`config.mk`:
```
export PLATFORM = sky130hd
export DESIGN_NAME = bf_fetch_unit
export DESIGN_NICKNAME = d
export VERILOG_FILES = /design/src/rtl/bf_pkg.sv /design/src/rtl/bf_fold_decoder.sv /design/src/rtl/bf_resolver.sv /design/src/rtl/bf_fetch_unit.sv
export SDC_FILE = /design/constraint.sdc
export NUM_CORES = 1
export LEC_CHECK = 0
export CORE_AREA = 2 2 106 108
export CTS_BUF_LIST = sky130_fd_sc_hd__clkbuf_2 sky130_fd_sc_hd__clkbuf_4 sky130_fd_sc_hd__clkbuf_8
export DETAILED_ROUTE_END_ITERATION = 12
export DIE_AREA = 0 0 108 110
export GPL_TIMING_DRIVEN = 0
export SLEW_MARGIN = 40
export SYNTH_ARGS = -nofsm -noshare
export SYNTH_HDL_FRONTEND = slang
export SYNTH_SLANG_ARGS = --single-unit
```
`constraint.sdc`:
```
create_clock -name clk -period 4.9 [get_ports clk]
set_input_delay 0.98 -clock clk [delete_from_list [all_inputs] [get_ports clk]]
set_output_delay 0.98 -clock clk [all_outputs]
set_load 0.03 [all_outputs]
```
`src/rtl/bf_pkg.sv`:
```
package bf_pkg;
    localparam int ADDR_W   = 12;
    localparam int WORD_W   = 16;
    localparam int CLS_HI   = 15;
    localparam int CLS_LO   = 14;
    localparam int PRED_BIT = 12;

    typedef enum logic [1:0] {
        CLS_ALU  = 2'd0,
        CLS_CMP  = 2'd1,
        CLS_JMP  = 2'd2,
        CLS_CJMP = 2'd3
    } cls_e;

    typedef logic [ADDR_W-1:0] addr_t;

    typedef struct packed {
        logic  valid;
        addr_t addr;     // address of the leading word
        cls_e  cls;      // class of the leading word
        logic  has_cmp;  // entry performs a compare
        logic  pending;  // conditional outcome still to be resolved
        logic  guess;    // direction chosen at decode
        addr_t alt;      // path not taken
    } slot_t;
endpackage

```
`src/rtl/bf_fold_decoder.sv`:
```
module bf_fold_decoder
    import bf_pkg::*;
(
    input  addr_t              pc_i,
    input  logic [WORD_W-1:0]  w0_i,
    input  logic [WORD_W-1:0]  w1_i,
    input  logic               guess_en_i,
    input  logic               flag_i,
    output slot_t              slot_o,
    output addr_t              next_o
);
    logic [1:0]        c0, c1, cb;
    logic              lone, fold;
    logic [WORD_W-1:0] bw;
    addr_t             fall, tgt;

    always_comb begin
        c0   = w0_i[CLS_HI:CLS_LO];
        c1   = w1_i[CLS_HI:CLS_LO];
        lone = c0[1];
        fold = !c0[1] && c1[1];
        bw   = lone ? w0_i : w1_i;
        cb   = bw[CLS_HI:CLS_LO];
        fall = lone ? pc_i + ADDR_W'(1) : pc_i + ADDR_W'(2);
        tgt  = bw[ADDR_W-1:0];

        slot_o         = '0;
        slot_o.valid   = 1'b1;
        slot_o.addr    = pc_i;
        slot_o.cls     = cls_e'(c0);
        slot_o.has_cmp = (c0 == CLS_CMP);
        next_o         = pc_i + ADDR_W'(1);

        if (lone || fold) begin
            if (cb == CLS_JMP) begin
                next_o = tgt;
            end else if (guess_en_i || slot_o.has_cmp) begin
                slot_o.pending = 1'b1;
                slot_o.guess   = bw[PRED_BIT];
                next_o         = bw[PRED_BIT] ? tgt : fall;
                slot_o.alt     = bw[PRED_BIT] ? fall : tgt;
            end else begin
                next_o = flag_i ? tgt : fall;
            end
        end
    end
endmodule

```
`src/rtl/bf_resolver.sv`:
```
module bf_resolver
    import bf_pkg::*;
(
    input  slot_t ex_i,
    input  logic  cmp_res_i,
    input  logic  flag_q_i,
    output logic  miss_o,
    output logic  flag_d_o
);
    logic outcome;

    always_comb begin
        outcome  = ex_i.has_cmp ? cmp_res_i : flag_q_i;
        miss_o   = ex_i.valid && ex_i.pending && (outcome != ex_i.guess);
        flag_d_o = (ex_i.valid && ex_i.has_cmp) ? cmp_res_i : flag_q_i;
    end
endmodule

```
`src/rtl/bf_fetch_unit.sv`:
```
module bf_fetch_unit
    import bf_pkg::*;
#(
    parameter int CNT_W = 2
) (
    input  logic              clk,
    input  logic              rst_n,
    input  logic [WORD_W-1:0] fetch_word0_i,
    input  logic [WORD_W-1:0] fetch_word1_i,
    input  logic              cmp_result_i,
    output logic [ADDR_W-1:0] fetch_addr_o,
    output logic              cmp_req_o,
    output logic [ADDR_W-1:0] cmp_addr_o,
    output logic              flush_o,
    output logic              flag_o,
    output logic              wb_valid_o,
    output logic [ADDR_W-1:0] wb_addr_o,
    output logic [1:0]        wb_cls_o
);
    typedef struct packed {
        addr_t            pc;
        slot_t            iss;
        slot_t            exe;
        slot_t            wbk;
        logic             flag;
        logic [CNT_W-1:0] cnt;
    } state_t;

    state_t q, d;
    slot_t  dec_slot;
    addr_t  dec_next;
    logic   miss, flag_d;

    bf_fold_decoder u_dec (
        .pc_i       (q.pc),
        .w0_i       (fetch_word0_i),
        .w1_i       (fetch_word1_i),
        .guess_en_i (q.cnt != '0),
        .flag_i     (q.flag),
        .slot_o     (dec_slot),
        .next_o     (dec_next)
    );

    bf_resolver u_res (
        .ex_i      (q.exe),
        .cmp_res_i (cmp_result_i),
        .flag_q_i  (q.flag),
        .miss_o    (miss),
        .flag_d_o  (flag_d)
    );

    always_comb begin
        d      = q;
        d.pc   = miss ? q.exe.alt : dec_next;
        d.iss  = miss ? '0 : dec_slot;
        d.exe  = miss ? '0 : q.iss;
        d.wbk  = q.exe;
        d.flag = flag_d;
        d.cnt  = q.cnt
               + CNT_W'(d.iss.valid && d.iss.has_cmp)
               - CNT_W'(q.exe.valid && q.exe.has_cmp)
               - CNT_W'(miss && q.iss.valid && q.iss.has_cmp);
    end

    always_ff @(posedge clk or negedge rst_n) begin
        if (!rst_n) q <= '0;
        else        q <= d;
    end

    assign fetch_addr_o = q.pc;
    assign cmp_req_o    = q.exe.valid && q.exe.has_cmp;
    assign cmp_addr_o   = q.exe.addr;
    assign flush_o      = miss;
    assign flag_o       = q.flag;
    assign wb_valid_o   = q.wbk.valid;
    assign wb_addr_o    = q.wbk.addr;
    assign wb_cls_o     = q.wbk.cls;

    // redirect goes to the carried address on the following cycle
    p_redirect_alt_r7: assert property (@(posedge clk) disable iff (!rst_n)
        flush_o |=> fetch_addr_o == $past(q.exe.alt));
    // the younger issue entry never reaches execute
    p_flush_kills_issue_r7: assert property (@(posedge clk) disable iff (!rst_n)
        flush_o |=> !q.exe.valid);
    // in-flight compare counter matches the stage contents
    p_cnt_tracks_r6: assert property (@(posedge clk) disable iff (!rst_n)
        q.cnt == CNT_W'(q.iss.valid && q.iss.has_cmp) + CNT_W'(q.exe.valid && q.exe.has_cmp));
    // flag changes only behind a compare in execute
    p_flag_hold_r8: assert property (@(posedge clk) disable iff (!rst_n)
        !(q.exe.valid && q.exe.has_cmp) |=> $stable(q.flag));
    // writeback is fed only from execute
    p_wb_after_ex_r9: assert property (@(posedge clk) disable iff (!rst_n)
        wb_valid_o |-> $past(q.exe.valid));
endmodule

```
* Word-level counts from Yosys, hierarchy flattened
Index checks and enable logic that the tools add are counted.
Storage, ports and cells: bits in registers 90, bits of input ports 35, output and inout port bits 42, logic and storage cells 54
Cells by class: $add $sub $neg 5, eq/ne operators 3, mux-type cells 15, reductions and logical operators 11
Operators with widths (count):
- $mux W12 | 8
- $mux W30 | 2
- $mux W14 | 3
- $mux W16 | 1
- $add A12 B1 Y12 const B | 1
- $add A12 B2 Y12 const B | 1
- $logic_and A1 B1 Y1 | 7
- $sub A2 B1 Y2 | 2
- $add A2 B1 Y2 | 1
- $eq A2 B1 Y1 const B | 1
- $eq A2 B2 Y1 const B | 1
- $logic_or A1 B1 Y1 | 2
- $reduce_bool A2 Y1 | 1
- $logic_not A1 Y1 | 1
- $mux W1 | 1
- $ne A1 B1 Y1 | 1

* Longest topological paths before layout
Gate-level depths: netlist (run 1).
depth after elaboration 11, gate-level depth with buffers 9, gate-level depth less buffers 8

* Cells and area by module
From an unflattened synthesis (run 1), not the netlist that was laid out.
Unflattened totals: cells, all modules 431, area, all modules 4631.9 um^2
By module, submodules not included:
- bf_fetch_unit | times used 1, cells each 217, area an instance 3181.8 um^2, seq. area each 2252.2 um^2
- bf_fold_decoder | times used 1, cells each 208, area an instance 1398.8 um^2, seq. area each 0.0 um^2
- bf_resolver | times used 1, cells each 6, area an instance 51.3 um^2, seq. area each 0.0 um^2

* Worst setup path after synthesis (run 1)
Ideal clock, no wire load.
path kind input -> register, start in cmp_result_i, end reg q[1] (netlist bit), setup time 126 ps, arrival time 3155 ps, required time 4774 ps, path slack 1619 ps, stages 9, path buffers 1, cells stage by stage mux2i_1 > mux2_2 > clkinv_1 > buf_1 > nand3_1 > fa_1 > ha_1 > xor2_1 > xnor2_1
RTL lines:
- start, declared | RTL line bf_fetch_unit.sv:10 | input logic cmp_result_i,
- end signal, assigned | RTL line bf_fetch_unit.sv:66 | if (!rst_n) q <= '0;
- end signal, assigned | RTL line bf_fetch_unit.sv:67 | else q <= d;
- end, declared | RTL line bf_fetch_unit.sv:29 | state_t q, d;

* Worst setup path in the final report (run 1)
start in cmp_result_i, end out flush_o
On the way: word-level cells in the longest chain between the ends 3
Ends and longest elaborated chain:
- $mux W1 | RTL line bf_resolver.sv:13 | outcome = ex_i.has_cmp ? cmp_res_i : flag_q_i;
- $ne A1 B1 Y1 | RTL line bf_resolver.sv:14 | miss_o = ex_i.valid && ex_i.pending && (outcome != ex_i.guess);
- $logic_and A1 B1 Y1 | RTL line bf_resolver.sv:14
- end, declared | RTL line bf_fetch_unit.sv:14 | output logic flush_o,
Every way passes these cells.

==> flow_summary.ini, run 1 <==
[run_status]
status = completed

[timing]
slew_violations = 0
worst_slack_ns = 0.382
finalCriticalPeriod_ns = 4.52
min_period_over_period_pct = 92.2
slew_headroom_pct = 54.9
clock_skew_ns = 0.0136
rsz0062_at_grt = false
hold_viol = 0
setup_viol = 0
fmax_mhz = 221
hold_ws_ns = 0.355
finalSetupTns_ns = 0
tightestPinTransition_ns = 0.676

[global_routing]
grt_max_degree = 58
grt_use_total_pct = 16.5
grt_overflow_total = 0
antenna_found_initial = 0
grt_pass1_vias = 2834
grt_pass1_wl_um = 14700

[clocking]
cts_tree = built
clkSlewWorstSetupHoldPaths_ns = 0.09
cts_resized = 0
cts_buffers = 9
clkSinkCount = 90
cts_setup_buffers = 0
clock_latency_ns = 0.37
postCtsHoldBufs = 0
cts_root_buf = clkbuf_8
cts_buffer_depth = 2
htreeDepth = 3

[job]
max-cap-violations = 0

[layout]
diodes = 0
seq_area_sq_mm = 0.00225
fin_cells = 598
n_fill_cell = 972
multi_input_area_sq_mm = 0.00155
finalNetCount = 493
layout-drive-gt1-share_pct = 17.2
syn_to_final_growth_pct = 27.1

[power]
p_per_area_mw_per_mm2 = 619
p_leak_nw = 2.33
ir_drop_uv = 305

[worst_setup_path]
start_kind = input port
worstPathRequired_ns = 3.92
crit_type = input port to primary output
end_kind = primary output
crit_path_max_fanout = 10
cp.arrival_ns = 3.54

[detailed_routing]
wl_per_cell_um = 15.3
drt-total-wl_um = 9150
drc = 0
drt_iter0_markers = 153
drt_first_pass_iters = 4
drtAntennaViolNets = 0
vias = 2855
avgViaCountPerCell = 4.77

[synthesis]
synthXorXnorAreaFrac_pct = 4.38
synth_area_per_cell_sq_um = 11.4
yosys_warnings = 0
yosys.area_share.simple_pct = 17.6
synth_common_cells = dfrtp_1 (90), and2_1 (45), buf_4 (38), mux2i_1 (19), nor2_1 (17)
synth_top_family_by_area = simple AND/OR/NAND/NOR gates
synth_compound_area_share_pct = 6.70
syn_area_sq_mm = 0.00420
synth_top_cell_by_area = dfrtp_1
async_reset_ff_share_pct = 100
synth_edf_count = 0
synthMuxAreaShare_pct = 6.76
synthAdderAreaFrac_pct = 1.37
synth_seq_cells = 90
synth_cell_types = 46
yosysMostFrequentCell = dfrtp_1
synth_top_area_share_pct = 53.6
ys_seq_area_share_pct = 53.6
synth_fp_nets = 407
netlist_top_cells_area = dfrtp_1 (54%), buf_4 (6.8%), and2_1 (6.7%)
ys.flop_type = dfrtp_1
synth_cells = 368

[place]
pre_cts_slack_ns = 0.423
dp.cells = 583
port-buffer-count = 74
place.gp.congestion = 0.867
dp_hpwl_um = 6450

[die]
core_sq_mm = 0.0107
initial_utilization_pct = 39.3
fp.dieH_um = 110
num_rows = 38
fp.dieArea_sq_mm = 0.0119
num_io_pins = 77
die_w_um = 108

[worst_hold_path]
hp-class = flop to flop
[flip-flops by register name (all words and copies together), names as in the netlist]
register / cells
d: 18
wb_cls_o: 2
cmp_addr_o: 12
flag_o: 1
wb_valid_o: 1
fetch_addr_o: 12
q: 32
wb_addr_o: 12
[per-layer routing]
layer / wire length (um) / part of all wire (%) / vias up / GRT usage (%)
li1: - / - / 1378 / -
met1: 4210 / 46 / 1372 / 21.7
met2: 4190 / 46 / 85 / 26.2
met3: 488 / 5.3 / 20 / 3.53
met4: 260 / 2.8 / 0 / 7.97
met5: 0 / 0 / - / 0
[report_power, final]
group	total, mW	internal [mW]	switching (mW)
combinational	1.59	0.779	0.816
sequential	1.19	1.02	0.173
clock	0.519	0.239	0.280
[per-stage QoR]
stage / util, % / power [mW] / instance area [sq um]
floorplan: - / 2.26 / 4200
global placement: 47.9 / 2.78 / 5120
detailed placement: 48.1 / 2.81 / 5150
CTS: 50.0 / 3.34 / 5350
global route: 50.0 / 3.51 / 5350
finish: 50.0 / 3.31 / 5350
[cells by family (layout without fill, tap and decap cells)]
group,after synthesis,count (layout)
AND/OR/NAND/NOR,127,127
flip-flops,90,90
buffers and inverters,64,154
AO/OA/AOI/OAI,35,35
multiplexers,27,27
XOR/XNOR,21,21
adder cells (fa/ha/maj),4,4
[critical path: stages]
cell and delay, ns:
clkdlybuf4s50_1 0.43, mux2i_1 0.16, mux2_2 0.40, clkinv_1 0.20, buf_1 0.56, clkdlybuf4s50_1 0.81
[worst paths after layout]
kind,from,endpoint,slack (ns),cells after the start
max,cmp_result_i,flush_o,0.38,6
min,d[18]$_DFF_PN0_,wb_cls_o[0]$_DFF_PN0_,0.36,0
max reg2reg,flag_o$_DFFE_PN0P_,q[1]$_DFF_PN0_,1.82,9
min reg2reg,d[18]$_DFF_PN0_,wb_cls_o[0]$_DFF_PN0_,0.36,0
max in group asynchronous,rst_n,q[72]$_DFF_PN0_,3.82,2
min in group asynchronous,rst_n,q[64]$_DFF_PN0_,0.49,1
[cell usage in the layout, fill, tap and decap left out, types with 2 or more instances in the layout]
cell type        instances
a211oi_1                 4
inv_6                    3
a21oi_1                 11
clkbuf_1                10
inv_1                    5
dfrtp_1                 90
nand3_1                 13
clkdlybuf4s50_1         73
and2_1                  45
or3b_1                   3
or2_2                    3
nand4_1                  4
nand2_1                 13
nor2b_1                  7
buf_2                    6
nor3_1                   9
buf_1                    2
buf_6                    3
a32o_1                   5
buf_4                   38
xor2_1                   8
mux2i_1                 19
nor2_1                  17
ha_1                     3
xnor2_1                 13
clkbuf_8                 9
mux2_2                   7
a311oi_1                 2
o21ai_0                  3
a221o_1                  4
or3_1                    3
[layout make-up]
class                      instances  share of cell area (%)
clock buffer                       9                    2.32
timing repair buffer              75                    14.4
buffer                            58                    7.16
sequential                        90                    42.1
inverter                           6                   0.421
multi-input combinational        214                    28.9
clock inverter                     6                    1.36
tap                              140                    3.28
No activity file was read; power rests on OpenSTA's default activity.
==> inputs of run 2 (changes only) <==
Settings changed: TNS_END_PERCENT set to 30.
==> results of run 2 <==
Final layout, timing and power as in run 1 (identical DEF).
==> inputs of run 3 (changes only) <==
Settings changed: CTS_BUF_LIST sky130_fd_sc_hd__clkbuf_2 sky130_fd_sc_hd__clkbuf_4 sky130_fd_sc_hd__clkbuf_8 to sky130_fd_sc_hd__clkbuf_4 sky130_fd_sc_hd__clkbuf_8 sky130_fd_sc_hd__clkbuf_16.
==> results of run 3 <==
Final layout, timing and power as in run 1 (identical DEF).
